## src/rtl/cmpt_pkg.sv

```systemverilog
package cmpt_pkg;

  localparam int unsigned CNT_W      = 16;
  localparam int unsigned BYTE_W     = 8;
  localparam int unsigned CTRL_ADDR  = 0;
  localparam int unsigned CNTL_ADDR  = 1;
  localparam int unsigned CNTH_ADDR  = 2;
  localparam int unsigned MOD_BASE   = 8;
  localparam int unsigned MOD_STRIDE = 4;
  localparam int unsigned OFS_MODE   = 0;
  localparam int unsigned OFS_LO     = 1;
  localparam int unsigned OFS_HI     = 2;
  localparam int unsigned RUN_BIT    = 7;

  // Mode byte layout: bit3 enb, bit2 mat, bit1 tog, bit0 ie
  typedef struct packed {
    logic enb;
    logic mat;
    logic tog;
    logic ie;
  } mode_t;

  function automatic mode_t mode_from_byte(input logic [BYTE_W-1:0] b);
    mode_t m;
    m.ie  = b[0];
    m.tog = b[1];
    m.mat = b[2];
    m.enb = b[3];
    return m;
  endfunction

  function automatic logic [BYTE_W-1:0] mode_to_byte(input mode_t m);
    return {4'b0000, m.enb, m.mat, m.tog, m.ie};
  endfunction

  // A hit occurs only on the step that lands the counter on the value
  function automatic logic step_hit(input logic step,
                                    input logic [CNT_W-1:0] nxt,
                                    input logic [CNT_W-1:0] cmp);
    return step && (nxt == cmp);
  endfunction

  function automatic logic flag_arm(input mode_t m);
    return m.enb && m.mat;
  endfunction

  function automatic logic toggle_arm(input mode_t m);
    return m.enb && m.mat && m.tog;
  endfunction

  function automatic int unsigned reg_addr(input int unsigned idx,
                                           input int unsigned ofs);
    return MOD_BASE + MOD_STRIDE * idx + ofs;
  endfunction

endpackage

```

## src/rtl/cmpt_timebase.sv

```systemverilog
module cmpt_timebase #(
  parameter int unsigned CNT_W = 16
) (
  input  logic             clk,
  input  logic             rst_n,
  input  logic             tick,
  input  logic             run,
  output logic             step,
  output logic [CNT_W-1:0] cnt_q,
  output logic [CNT_W-1:0] cnt_nxt
);

  assign step    = tick & run;
  assign cnt_nxt = step ? cnt_q + CNT_W'(1) : cnt_q;

  always_ff @(posedge clk or negedge rst_n) begin
    if (!rst_n) cnt_q <= '0;
    else        cnt_q <= cnt_nxt;
  end

endmodule

```

## src/rtl/cmpt_channel.sv

```systemverilog
module cmpt_channel
  import cmpt_pkg::*;
#(
  parameter int unsigned CW = 16,
  parameter int unsigned DW = 8
) (
  input  logic          clk,
  input  logic          rst_n,
  input  logic          wr_mode,
  input  logic          wr_lo,
  input  logic          wr_hi,
  input  logic [DW-1:0] wdata,
  input  logic          step,
  input  logic [CW-1:0] cnt_nxt,
  output logic          set_evt,
  output logic          tog_evt,
  output logic          pin,
  output logic          ie,
  output logic [DW-1:0] mode_byte,
  output logic [CW-1:0] cmp_q
);

  localparam int unsigned HALF = CW / 2;

  mode_t mode_q;
  logic  hit;

  assign hit       = step_hit(step, cnt_nxt, cmp_q);
  assign set_evt   = hit && flag_arm(mode_q);
  assign tog_evt   = hit && toggle_arm(mode_q);
  assign ie        = mode_q.ie;
  assign mode_byte = mode_to_byte(mode_q);

  // Compare bytes
  always_ff @(posedge clk or negedge rst_n) begin
    if (!rst_n) begin
      cmp_q <= '0;
    end else begin
      if (wr_lo) cmp_q[HALF-1:0]  <= wdata[HALF-1:0];
      if (wr_hi) cmp_q[CW-1:HALF] <= wdata[HALF-1:0];
    end
  end

  // Mode register; byte writes of the compare value move the enable bit
  always_ff @(posedge clk or negedge rst_n) begin
    if (!rst_n) begin
      mode_q <= '0;
    end else if (wr_mode) begin
      mode_q <= mode_from_byte(wdata);
    end else if (wr_lo) begin
      mode_q.enb <= 1'b0;
    end else if (wr_hi) begin
      mode_q.enb <= 1'b1;
    end
  end

  always_ff @(posedge clk or negedge rst_n) begin
    if (!rst_n)       pin <= 1'b0;
    else if (tog_evt) pin <= ~pin;
  end

endmodule

```

## src/rtl/cmpt_flags.sv

```systemverilog
module cmpt_flags #(
  parameter int unsigned N = 5
) (
  input  logic         clk,
  input  logic         rst_n,
  input  logic         sw_wr,
  input  logic [N-1:0] sw_val,
  input  logic [N-1:0] hw_set,
  output logic [N-1:0] flag_q
);

  logic [N-1:0] flag_d;

  // hardware set is applied last, so it wins over a software clear
  always_comb begin
    flag_d = sw_wr ? sw_val : flag_q;
    flag_d = flag_d | hw_set;
  end

  always_ff @(posedge clk or negedge rst_n) begin
    if (!rst_n) flag_q <= '0;
    else        flag_q <= flag_d;
  end

endmodule

```

## src/rtl/cmp_toggle_unit.sv

```systemverilog
module cmp_toggle_unit
  import cmpt_pkg::*;
#(
  parameter int unsigned N_MOD  = 5,
  parameter int unsigned ADDR_W = 6,
  parameter int unsigned DATA_W = 8,
  parameter int unsigned CW     = 16
) (
  input  logic              clk,
  input  logic              rst_n,
  input  logic              tick,
  input  logic [ADDR_W-1:0] bus_addr,
  input  logic              bus_wr,
  input  logic [DATA_W-1:0] bus_wdata,
  output logic [DATA_W-1:0] bus_rdata,
  output logic [N_MOD-1:0]  pin_out,
  output logic              irq
);

  localparam int unsigned HALF = CW / 2;
  localparam logic [ADDR_W-1:0] A_CTRL = ADDR_W'(CTRL_ADDR);
  localparam logic [ADDR_W-1:0] A_CNTL = ADDR_W'(CNTL_ADDR);
  localparam logic [ADDR_W-1:0] A_CNTH = ADDR_W'(CNTH_ADDR);

  logic             run_q;
  logic             step;
  logic [CW-1:0]    cnt_q;
  logic [CW-1:0]    cnt_nxt;
  logic             ctrl_wr;
  logic [N_MOD-1:0] set_evt;
  logic [N_MOD-1:0] tog_evt;
  logic [N_MOD-1:0] flag_q;
  logic [N_MOD-1:0] ie_vec;
  logic [DATA_W-1:0] mode_rd [N_MOD];
  logic [CW-1:0]     cmp_rd  [N_MOD];

  assign ctrl_wr = bus_wr && (bus_addr == A_CTRL);

  always_ff @(posedge clk or negedge rst_n) begin
    if (!rst_n)       run_q <= 1'b0;
    else if (ctrl_wr) run_q <= bus_wdata[RUN_BIT];
  end

  cmpt_timebase #(.CNT_W(CW)) u_tb (
    .clk     (clk),
    .rst_n   (rst_n),
    .tick    (tick),
    .run     (run_q),
    .step    (step),
    .cnt_q   (cnt_q),
    .cnt_nxt (cnt_nxt)
  );

  for (genvar g = 0; g < N_MOD; g++) begin : g_mod
    localparam logic [ADDR_W-1:0] A_MODE = ADDR_W'(reg_addr(g, OFS_MODE));
    localparam logic [ADDR_W-1:0] A_LO   = ADDR_W'(reg_addr(g, OFS_LO));
    localparam logic [ADDR_W-1:0] A_HI   = ADDR_W'(reg_addr(g, OFS_HI));

    cmpt_channel #(.CW(CW), .DW(DATA_W)) u_ch (
      .clk       (clk),
      .rst_n     (rst_n),
      .wr_mode   (bus_wr && (bus_addr == A_MODE)),
      .wr_lo     (bus_wr && (bus_addr == A_LO)),
      .wr_hi     (bus_wr && (bus_addr == A_HI)),
      .wdata     (bus_wdata),
      .step      (step),
      .cnt_nxt   (cnt_nxt),
      .set_evt   (set_evt[g]),
      .tog_evt   (tog_evt[g]),
      .pin       (pin_out[g]),
      .ie        (ie_vec[g]),
      .mode_byte (mode_rd[g]),
      .cmp_q     (cmp_rd[g])
    );
  end

  cmpt_flags #(.N(N_MOD)) u_flags (
    .clk    (clk),
    .rst_n  (rst_n),
    .sw_wr  (ctrl_wr),
    .sw_val (bus_wdata[N_MOD-1:0]),
    .hw_set (set_evt),
    .flag_q (flag_q)
  );

  assign irq = |(flag_q & ie_vec);

  always_comb begin
    bus_rdata = '0;
    if (bus_addr == A_CTRL) begin
      bus_rdata[RUN_BIT]   = run_q;
      bus_rdata[N_MOD-1:0] = flag_q;
    end
    if (bus_addr == A_CNTL) bus_rdata = DATA_W'(cnt_q[HALF-1:0]);
    if (bus_addr == A_CNTH) bus_rdata = DATA_W'(cnt_q[CW-1:HALF]);
    for (int i = 0; i < N_MOD; i++) begin
      if (bus_addr == ADDR_W'(reg_addr(i, OFS_MODE))) bus_rdata = mode_rd[i];
      if (bus_addr == ADDR_W'(reg_addr(i, OFS_LO)))   bus_rdata = DATA_W'(cmp_rd[i][HALF-1:0]);
      if (bus_addr == ADDR_W'(reg_addr(i, OFS_HI)))   bus_rdata = DATA_W'(cmp_rd[i][CW-1:HALF]);
    end
  end

endmodule

```

## config.mk

```make
export PLATFORM = sky130hd
export DESIGN_NAME = cmp_toggle_unit
export DESIGN_NICKNAME = d
export VERILOG_FILES = /design/src/rtl/cmpt_pkg.sv /design/src/rtl/cmpt_timebase.sv /design/src/rtl/cmpt_channel.sv /design/src/rtl/cmpt_flags.sv /design/src/rtl/cmp_toggle_unit.sv
export SDC_FILE = /design/constraint.sdc
export NUM_CORES = 1
export LEC_CHECK = 0
export BUFFER_PORTS_ARGS = -buffer_cell sky130_fd_sc_hd__buf_2
export CORE_MARGIN = 5
export CORE_UTILIZATION = 30
export DETAILED_ROUTE_END_ITERATION = 10
export PLACE_DENSITY_LB_ADDON = 0.12
export SETUP_SLACK_MARGIN = 0.05
export SLEW_MARGIN = 0
export SYNTH_ARGS = -nofsm -noshare
export SYNTH_HDL_FRONTEND = slang
export SYNTH_SLANG_ARGS = --single-unit
```

## constraint.sdc

```tcl
create_clock -name clk -period 2.53 [get_ports clk]
set_input_delay 0.253 -clock clk [delete_from_list [all_inputs] [get_ports clk]]
set_output_delay 0.253 -clock clk [all_outputs]
set_load 0.02 [all_outputs]
```

* Yosys cells after proc, flatten, opt, wreduce, memory -nomap -nowiden
Cells that the tools add are included.
Cells by class: bitwise operators 8, eq/ne operators 22, reductions and logical operators 48, add/subtract/negate cells 1, muxes and demuxes 36
Operator list (number):
- $mux W8 | 17
- $eq A16 B16 Y1 | 5
- $eq A6 B5 Y1 const B | 9
- $logic_and A1 B1 Y1 | 41
- $eq A6 B4 Y1 const B | 6
- $add A16 B1 Y16 const B | 1
- $mux W1 | 16
- $mux W16 | 1
- $reduce_bool A3 Y1 | 5
- $mux W5 | 2
- $eq A6 B1 Y1 const B | 1
- $eq A6 B2 Y1 const B | 1
- $logic_not A6 Y1 | 1
- $and A5 B5 Y5 | 1
- $not A1 Y1 | 5
- $or A5 B5 Y5 | 1
- $reduce_or A5 Y1 | 1
- $and A1 B1 Y1 | 1
Word-level totals: bits in registers 127, output and inout port bits 14, logic and storage cells 153

* Depth between registers and ports, before layout
Gate-level depths: netlist (run 1).
depth in word-level cells 19, mapped depth 10

* Hierarchy
From an unflattened synthesis (run 1), not the netlist that was laid out.
Second synthesis, totals: cells, all modules 814, area, all modules 8037.7 um2
By module, submodules not included:
- cmpt_channel | seq. area each 525.5 um2, cells an instance 91, area an instance 1043.5 um2, instances 5
- cmp_toggle_unit | seq. area each 25.0 um2, cells an instance 286, area an instance 1898.1 um2, instances 1
- cmpt_timebase | seq. area each 400.4 um2, cells an instance 57, area an instance 698.2 um2, instances 1
- cmpt_flags | seq. area each 125.1 um2, cells an instance 16, area an instance 224.0 um2, instances 1

* Worst setup path after synthesis (run 1)
OpenSTA, ideal clock, no wires.
kind reg-to-reg, start point register u_tb.cnt_q[1], end point register u_flags.flag_q[4], arrival 2.525 ns, library setup time 0.066 ns, period minus slack after synthesis 2.591 ns, slack -0.061 ns, stages on the path, launching flop included 10, required time 2.464 ns, path buffers 1, cell sequence dfrtp_1 -> ha_1 -> clkbuf_1 -> xor2_1 -> nor3_1 -> o2111ai_1 -> a311o_1 -> or4_1 -> or4_1 -> nand2_1
Between the ends: word-level cells in the longest chain between the ends 6
Ends and longest elaborated chain:
- start: declaration | RTL line cmpt_timebase.sv:9 | output logic [CNT_W-1:0] cnt_q,
- start signal: assignment | RTL line cmpt_timebase.sv:18 | else cnt_q <= cnt_nxt;
- $add A16 B1 Y16 | RTL line cmpt_timebase.sv:14 | assign cnt_nxt = step ? cnt_q + CNT_W'(1) : cnt_q;
- $mux W16 * | RTL line cmpt_timebase.sv:14
- $eq A16 B16 Y1 * | RTL line cmpt_pkg.sv:40 | return step && (nxt == cmp);
- $logic_and A1 B1 Y1 * | RTL line cmpt_pkg.sv:40
- $logic_and A1 B1 Y1 * | RTL line cmpt_channel.sv:29 | assign set_evt = hit && flag_arm(mode_q);
- $or A5 B5 Y5 * | RTL line cmpt_flags.sv:17 | flag_d = flag_d | hw_set;
- net u_flags.flag_d[4] | RTL line cmpt_flags.sv:12 | logic [N-1:0] flag_d;
- end signal: assignment | RTL line cmpt_flags.sv:22 | else flag_q <= flag_d;
- end: declaration | RTL line cmpt_flags.sv:9 | output logic [N-1:0] flag_q
Mark *: on every way through the listed nets, which the timed path passes. The rest lies on a longest branch. A chain may end at the register's enable or synchronous reset.

* Worst setup path in the final report (run 1)
Ends and elaborated chain as after synthesis.

==> flow_summary_export.csv, run 1 <==
group,metric,value,unit
timing,slew_headroom,0.590,
placement,place_hpwl,29800,um
floorplanning,fp.coreArea,0.0279,sq mm
drt,drtAntennaViolNets,0,
worst_setup_path,critPathKind,"reg2reg",
timing,max_freq,0.379,GHz
synthesis,ys_ff_latch,127,
timing,final.min_clock_period,2.64,ns
timing,tightestPinTransition,0.611,ns
drt,route.detailed.drc,0,
pwr,p_seq_frac,0.351,
clock_tree,cts.clk_slew.worst_paths,0.07,ns
pwr,pwr-share-comb,0.286,
global_routing,grt.overflow.total,0,
drt,first_pass_iters,7,
layout,fin_cells,1459,
drt,vias,8258,
drt,wire_per_inst,26.7,um
worst_setup_path,endpoint_kind,"register",
placement,io_buffer_count,31,
floorplanning,die_area,0.0318,sq mm
synthesis,yosysSeqAreaShare,0.374,
global_routing,grt_max_degree,52,
global_routing,grt_pass1_wl,56200,um
floorplanning,die_w,178,um
pwr,clkPwrFrac,0.363,
status,violations,"negative setup slack",
worst_setup_path,slowest_stage,"dfrtp_2",
floorplanning,initial_core_util,0.305,
pwr,ir_worst_vdd,488,uV
timing,min_period_over_period,1.04,
clock_tree,clock_sinks,127,
synthesis,dominantRegCellSynth,"dfrtp_1",
synthesis,syn_nets,894,
timing,tns,-0.528,ns
status,outcome,"finished, violations left",
synthesis,netlist_area,0.00850,sq mm
layout,layout-drive-gt1-share,0.426,
clock_tree,cts-root-buf,"clkbuf_16",
clock_tree,cts.path.max_buffers,2,
drt,drt_iter0_markers,874,
global_routing,grt_pass1_vias,8198,
floorplanning,die_y,178,um
synthesis,yosysWarningCount,0,
worst_setup_path,cp.required,2.90,ns
synthesis,syn_inst,875,
global_routing,grt_usage,0.246,
timing,finalSetupViolCount,8,
drt,routed_via_density,5.66,
clock_tree,cts_tree,"done",
layout,area_growth,39.3,%
timing,hold_violations,0,
synthesis,synth_area_leaders,"dfrtp_1 (37%), mux2_2 (12%), xnor2_1 (4.8%)",
floorplanning,fp-row-count,61,
worst_setup_path,critPathLaunchType,"register",
timing,drv_slew,0,
placement,globalplace.congestion,0.954,
worst_setup_path,cp.arrival,3.01,ns
timing,rsz0062_at_grt,"yes",
clock_tree,clock_latency,0.44,ns
timing,worst_slack,-0.109,ns
synthesis,yosysTopAreaCellShare,0.374,
pwr,power.density,651,mW/mm^2
worst_setup_path,slowest_delay,0.45,ns
synthesis,synth_edf_count,0,
clock_tree,cts-htree-levels,4,
floorplanning,io_pins,32,
timing,finalClockSkew,0.0118,ns
layout,utilization,0.425,
layout,nets,1087,
synthesis,ys_async_sr_fraction,1.00,
pwr,power.leakage,5.23,nW
placement,dp.cells,1401,
pwr,switching_share,0.332,
flow_run,drv_cap,0,
pwr,switching_power,2.56,mW
synthesis,synth_cell_types,72,
synthesis,synth_top_cell_by_area,"dfrtp_1",
worst_setup_path,path_cells,"ha_4 > nand3_4 > buf_4 > o2111ai_2 > a311o_1 > or4_4 > or4_1 > nand2_1",
clock_tree,cts_buffers,17,
synthesis,avgSynthCellArea,9.71,sq um
worst_hold_path,hold_path_class,"in2reg",
worst_setup_path,crit_fanout,6,
global_routing,antenna_found_initial,1,
drt,routed_wl,39000,um
layout,mostFrequentLayoutCell,"buf_4",
layout,final_cell_mix,"buf_4 (181), dfrtp_1 (121), mux2_2 (87), nand2_1 (75), nor2_1 (50)",
pwr,p_int,5.14,mW
==> cell families (layout without fill, tap and decap cells) <==
family,count (synthesis),after routing,share of synthesized area
buf+inv,88,293,0.0473
xor+xnor,87,87,0.119
other cells,0,1,0
fa+ha+maj,1,1,0.00147
mux,97,97,0.127
simple gates,288,288,0.181
compound gates,187,187,0.151
flops,127,127,0.374
==> synth_stat cells, types with 22 or more instances <==
library cell and count:
nor2_1 56, a21oi_1 29, xor2_1 22, xnor2_1 47
dfrtp_1 127, clkbuf_1 39, inv_1 24, mux2_2 88
nand3_1 26, nand2_1 77, o21ai_0 47
==> repair_timing <==
action,4_1_cts,5_1_grt
hold buffers,1,0
endpoints found under the hold margin,49,0
pin swaps,33,44
resized for setup,87,69
setup endpoints to repair,15,18
setup buffers,17,12
==> worst max-delay path, delay by kind of cell (launching register included) <==
family | cells | cell delay (ns)
compound gates | 2 | 0.58
fa+ha+maj | 1 | 0.19
buf+inv | 1 | 0.22
flops | 1 | 0.45
simple gates | 4 | 1.11
==> state kept, by name, indices dropped and copies added (netlist names) <==
signal and cells:
g_mod.u_ch.ie 5, run_q 1, g_mod.u_ch.pin 5, u_tb.cnt_q 16, g_mod.u_ch.cmp_q 80, u_flags.flag_q 5
g_mod.u_ch.mode_byte 15
==> metrics by stage <==
stage	power, mW	hold slack (ns)	instance area, sq um	setup slack [ns]
floorplan	3.61	-0.0426	8550	0.0158
global placement	4.49	0.268	10300	-0.421
detailed placement	4.49	0.269	10300	-0.422
CTS	7.59	0.144	11400	-0.134
global route	7.98	0.158	11800	-0.226
finish	7.70	0.156	11800	-0.109
==> final timing paths <==
path | slack [ns] | startpoint | to | cells past startpoint
min in group asynchronous | 0.37 | rst_n | u_tb.cnt_q[7] | 2
setup reg to reg | -0.11 | u_tb.cnt_q[1] | u_flags.flag_q[4] | 8
setup / recovery | -0.11 | u_tb.cnt_q[1] | u_flags.flag_q[4] | 8
hold / removal | 0.16 | bus_wdata[3] | g_mod[3].u_ch.cmp_q[3] | 3
hold reg to reg | 0.46 | g_mod[4].u_ch.pin | g_mod[4].u_ch.pin | 1
max in group asynchronous | 1.52 | rst_n | g_mod[1].u_ch.ie | 3
==> layer usage <==
layer,part of all wire,track usage,up-vias
met5,0,0,-
met4,0.040,0.0966,0
met3,0.070,0.0473,70
met2,0.44,0.372,388
met1,0.45,0.348,4201
li1,-,-,3599
==> layout make-up <==
type,count,area [sq um]
inverters,24,93.8
clock buffers,18,429
diodes,1,2.50
clock inverters,13,214
fillers,2799,16000
well taps,378,473
multi-input cells,660,5550
repair buffers,238,1880
flip-flops and latches,127,3190
==> power by group through the flow <==
stage | combinational (mW) | sequential [mW] | clock, mW
6_report | 2.20 | 2.70 | 2.79
5_1_grt | 2.33 | 2.73 | 2.92
4_1_cts | 2.07 | 2.68 | 2.83
3_5_place_dp | 1.77 | 2.72 | 0
3_3_place_gp | 1.77 | 2.72 | 0
2_1_floorplan | 1.07 | 2.54 | 0
No activity file was read; power rests on OpenSTA's default activity.
==> run 2: changes to the inputs <==
--- a/config.mk
+++ b/config.mk
@@ -5,10 +5,11 @@
 export SDC_FILE = /design/constraint.sdc
 export NUM_CORES = 1
 export LEC_CHECK = 0
-export BUFFER_PORTS_ARGS = -buffer_cell sky130_fd_sc_hd__buf_2
+export ABC_CLOCK_PERIOD_IN_PS = 2530
 export CORE_MARGIN = 5
 export CORE_UTILIZATION = 30
 export DETAILED_ROUTE_END_ITERATION = 10
+export DONT_BUFFER_PORTS = 1
 export PLACE_DENSITY_LB_ADDON = 0.12
 export SETUP_SLACK_MARGIN = 0.05
 export SLEW_MARGIN = 0
==> run 2 against run 1 <==
  * Die area stayed put
  * Design area is 3.1% lower
  * The flow finishes with violations (negative hold slack, negative setup slack)
  * Critical path type unchanged
  * Sequential cell count stayed put
  * Clock power is 6% lower
  * First-iteration DRC count is 2.5% lower
  * Clock skew is 0.00087 ns higher
  * Final cell count is 2.8% lower
  * Utilization is 1.3 points lower
  * Setup slack worse by 0.017 ns
  * Count of clock-buffer cells in the layout is 1 lower
  * Global-route usage is 0.17 points lower
  * Power is 5.7% lower
==> flow_summary_export.csv, run 2 (synthesis results as in run 1) <==
group,metric,value,unit
clock_tree,cts.clk_slew.worst_paths,0.07,ns
layout,regMostFlops,"g_mod.u_ch.cmp_q",
global_routing,grt_pass1_wl,55900,um
worst_setup_path,r2r-start,"u_tb.cnt_q[0]",
drt,routed_via_density,5.63,
floorplanning,die_area,0.0318,sq mm
clock_tree,postCtsHoldBufs,9,
timing,max_freq,0.377,GHz
floorplanning,die_w,178,um
worst_setup_path,r2r_cells,11,
worst_setup_path,endpoint_kind,"register",
floorplanning,fp.coreArea,0.0279,sq mm
drt,vias,7989,
layout,mostFrequentLayoutCell,"buf_4",
drt,first_pass_iters,5,
layout,nets,1046,
pwr,power.leakage,5.01,nW
timing,hold_violations,127,
placement,io_buffer_count,0,
timing,final.min_clock_period,2.66,ns
global_routing,antenna_found_initial,0,
timing,rsz0062_at_grt,"yes",
layout,antennaDiodeCount,0,
drt,drtAntennaViolNets,0,
timing,slew_headroom,0.449,
global_routing,grt_pass1_vias,7866,
layout,area_growth,34.9,%
worst_setup_path,cp.arrival,3.03,ns
floorplanning,fp-row-count,61,
worst_setup_path,reg2reg_slack,-0.13,ns
timing,tightestPinTransition,0.824,ns
worst_hold_path,hold_path_class,"in2async",
global_routing,grt.overflow.total,0,
layout,utilization,0.411,
clock_tree,cts_buffers,17,
timing,fin_hold_ws,-0.497,ns
clock_tree,clock_latency,0.45,ns
pwr,ir_worst_vdd,436,uV
drt,route.detailed.drc,0,
drt,routed_wl,38400,um
pwr,power.density,634,mW/mm^2
floorplanning,io_pins,32,
placement,globalplace.congestion,0.951,
worst_setup_path,slowest_stage,"nor4_4",
layout,layout-drive-gt1-share,0.393,
worst_setup_path,cp_common_cell,"buf_4",
floorplanning,die_y,178,um
layout,final_cell_mix,"buf_4 (169), dfrtp_1 (118), mux2_2 (87), nand2_1 (74), nor2_1 (52)",
worst_setup_path,critPathLaunchType,"register",
worst_setup_path,worst-path-buf-inv,3,
worst_setup_path,reg2reg_to,"g_mod[3].u_ch.pin",
worst_setup_path,slowest_delay,0.44,ns
clock_tree,cts_tree,"done",
timing,drv_slew,0,
timing,finalSetupViolCount,9,
floorplanning,initial_core_util,0.305,
placement,place_hpwl,28900,um
clock_tree,clock_sinks,127,
timing,worst_slack,-0.126,ns
clock_tree,cts-root-buf,"clkbuf_16",
worst_setup_path,path_cells,"ha_4 > nand3_4 > buf_12 > nor4_4 > a22oi_2 > a221oi_2 > nand4_1 > buf_4 > nor4_2 > buf_4 > xor2_1",
layout,largest_register_ffs,80,
timing,finalClockSkew,0.0126,ns
worst_setup_path,crit_fanout,5,
timing,min_period_over_period,1.05,
global_routing,grt_max_degree,128,
flow_run,drv_cap,0,
status,violations,"negative hold slack, negative setup slack",
layout,fin_cells,1418,
worst_setup_path,critPathTopFamily,"simple AND/OR/NAND/NOR gates",
worst_setup_path,path_depth,11,
placement,dp.cells,1351,
clock_tree,cts-htree-levels,4,
drt,drt_iter0_markers,852,
timing,tns,-0.761,ns
worst_setup_path,cp.required,2.90,ns
global_routing,grt_usage,0.244,
clock_tree,cts.path.max_buffers,2,
status,outcome,"finished, violations left",
drt,wire_per_inst,27.1,um
worst_setup_path,critPathKind,"reg2reg",
==> run 2: how the worst max path moves through the flow <==
stage                   from           endpoint  slack, ns
6_report       u_tb.cnt_q[0]  g_mod[3].u_ch.pin      -0.13
5_1_grt        u_tb.cnt_q[3]  g_mod[2].u_ch.pin      -0.23
4_1_cts        u_tb.cnt_q[3]       bus_rdata[3]      -0.14
3_5_place_dp           run_q  g_mod[2].u_ch.pin      -0.37
3_3_place_gp   u_tb.cnt_q[0]  u_flags.flag_q[4]      -0.41
2_1_floorplan  u_tb.cnt_q[1]  u_flags.flag_q[4]       0.02
==> run 2: per-layer routing <==
layer / vias to the layer above / routed length (um) / part of all wire / global-route usage
met3: 55 / 2440 / 0.064 / 0.0490
met4: 0 / 780 / 0.020 / 0.0604
met2: 311 / 17200 / 0.45 / 0.376
met5: - / 0 / 0 / 0
met1: 4096 / 18000 / 0.47 / 0.354
li1: 3527 / - / - / -
==> run 2: cell type report <==
| class | instances | area [sq um] |
|---|---|---|
| Clock inverter | 15 | 188 |
| Multi-Input combinational cell | 660 | 5480 |
| Sequential cell | 127 | 3190 |
| Timing Repair Buffer | 197 | 1610 |
| Inverter | 24 | 93.8 |
| Tap cell | 378 | 473 |
| Clock buffer | 17 | 425 |
| Fill cell | 2736 | 16400 |
==> run 2: worst reg2reg max path: stages, from the launching register on <==
cell      delay, ns
dfrtp_2        0.42
ha_4           0.17
nand3_4        0.07
buf_12         0.14
nor4_4         0.45
a22oi_2        0.17
a221oi_2       0.30
nand4_1        0.25
buf_4          0.21
nor4_2         0.13
buf_4          0.15
xor2_1         0.13
==> run 2: what timing repair did <==
action | CTS | global route
buffers inserted | 15 | 13
resized for setup | 92 | 42
endpoints found under the setup margin | 15 | 16
cloned | 1 | 0
hold endpoints to repair | 223 | 127
pin swaps | 50 | 30
==> run 2: where the power goes <==
part | switching, mW | leakage [nW] | internal (mW)
registers | 0.417 | 1.64 | 2.30
clock network | 1.06 | 0.290 | 1.56
logic | 0.935 | 3.07 | 0.991
==> run 2: stage by stage <==
stage | worst slack, ns | hold WS [ns] | total power, mW | cell area (sq um)
2_1_floorplan | 0.0158 | -0.0426 | 3.61 | 8550
3_3_place_gp | -0.413 | -0.0345 | 4.30 | 9930
3_5_place_dp | -0.370 | -0.0338 | 4.30 | 9930
4_1_cts | -0.142 | -0.507 | 7.19 | 11200
5_1_grt | -0.226 | -0.516 | 7.52 | 11500
6_report | -0.126 | -0.497 | 7.26 | 11500
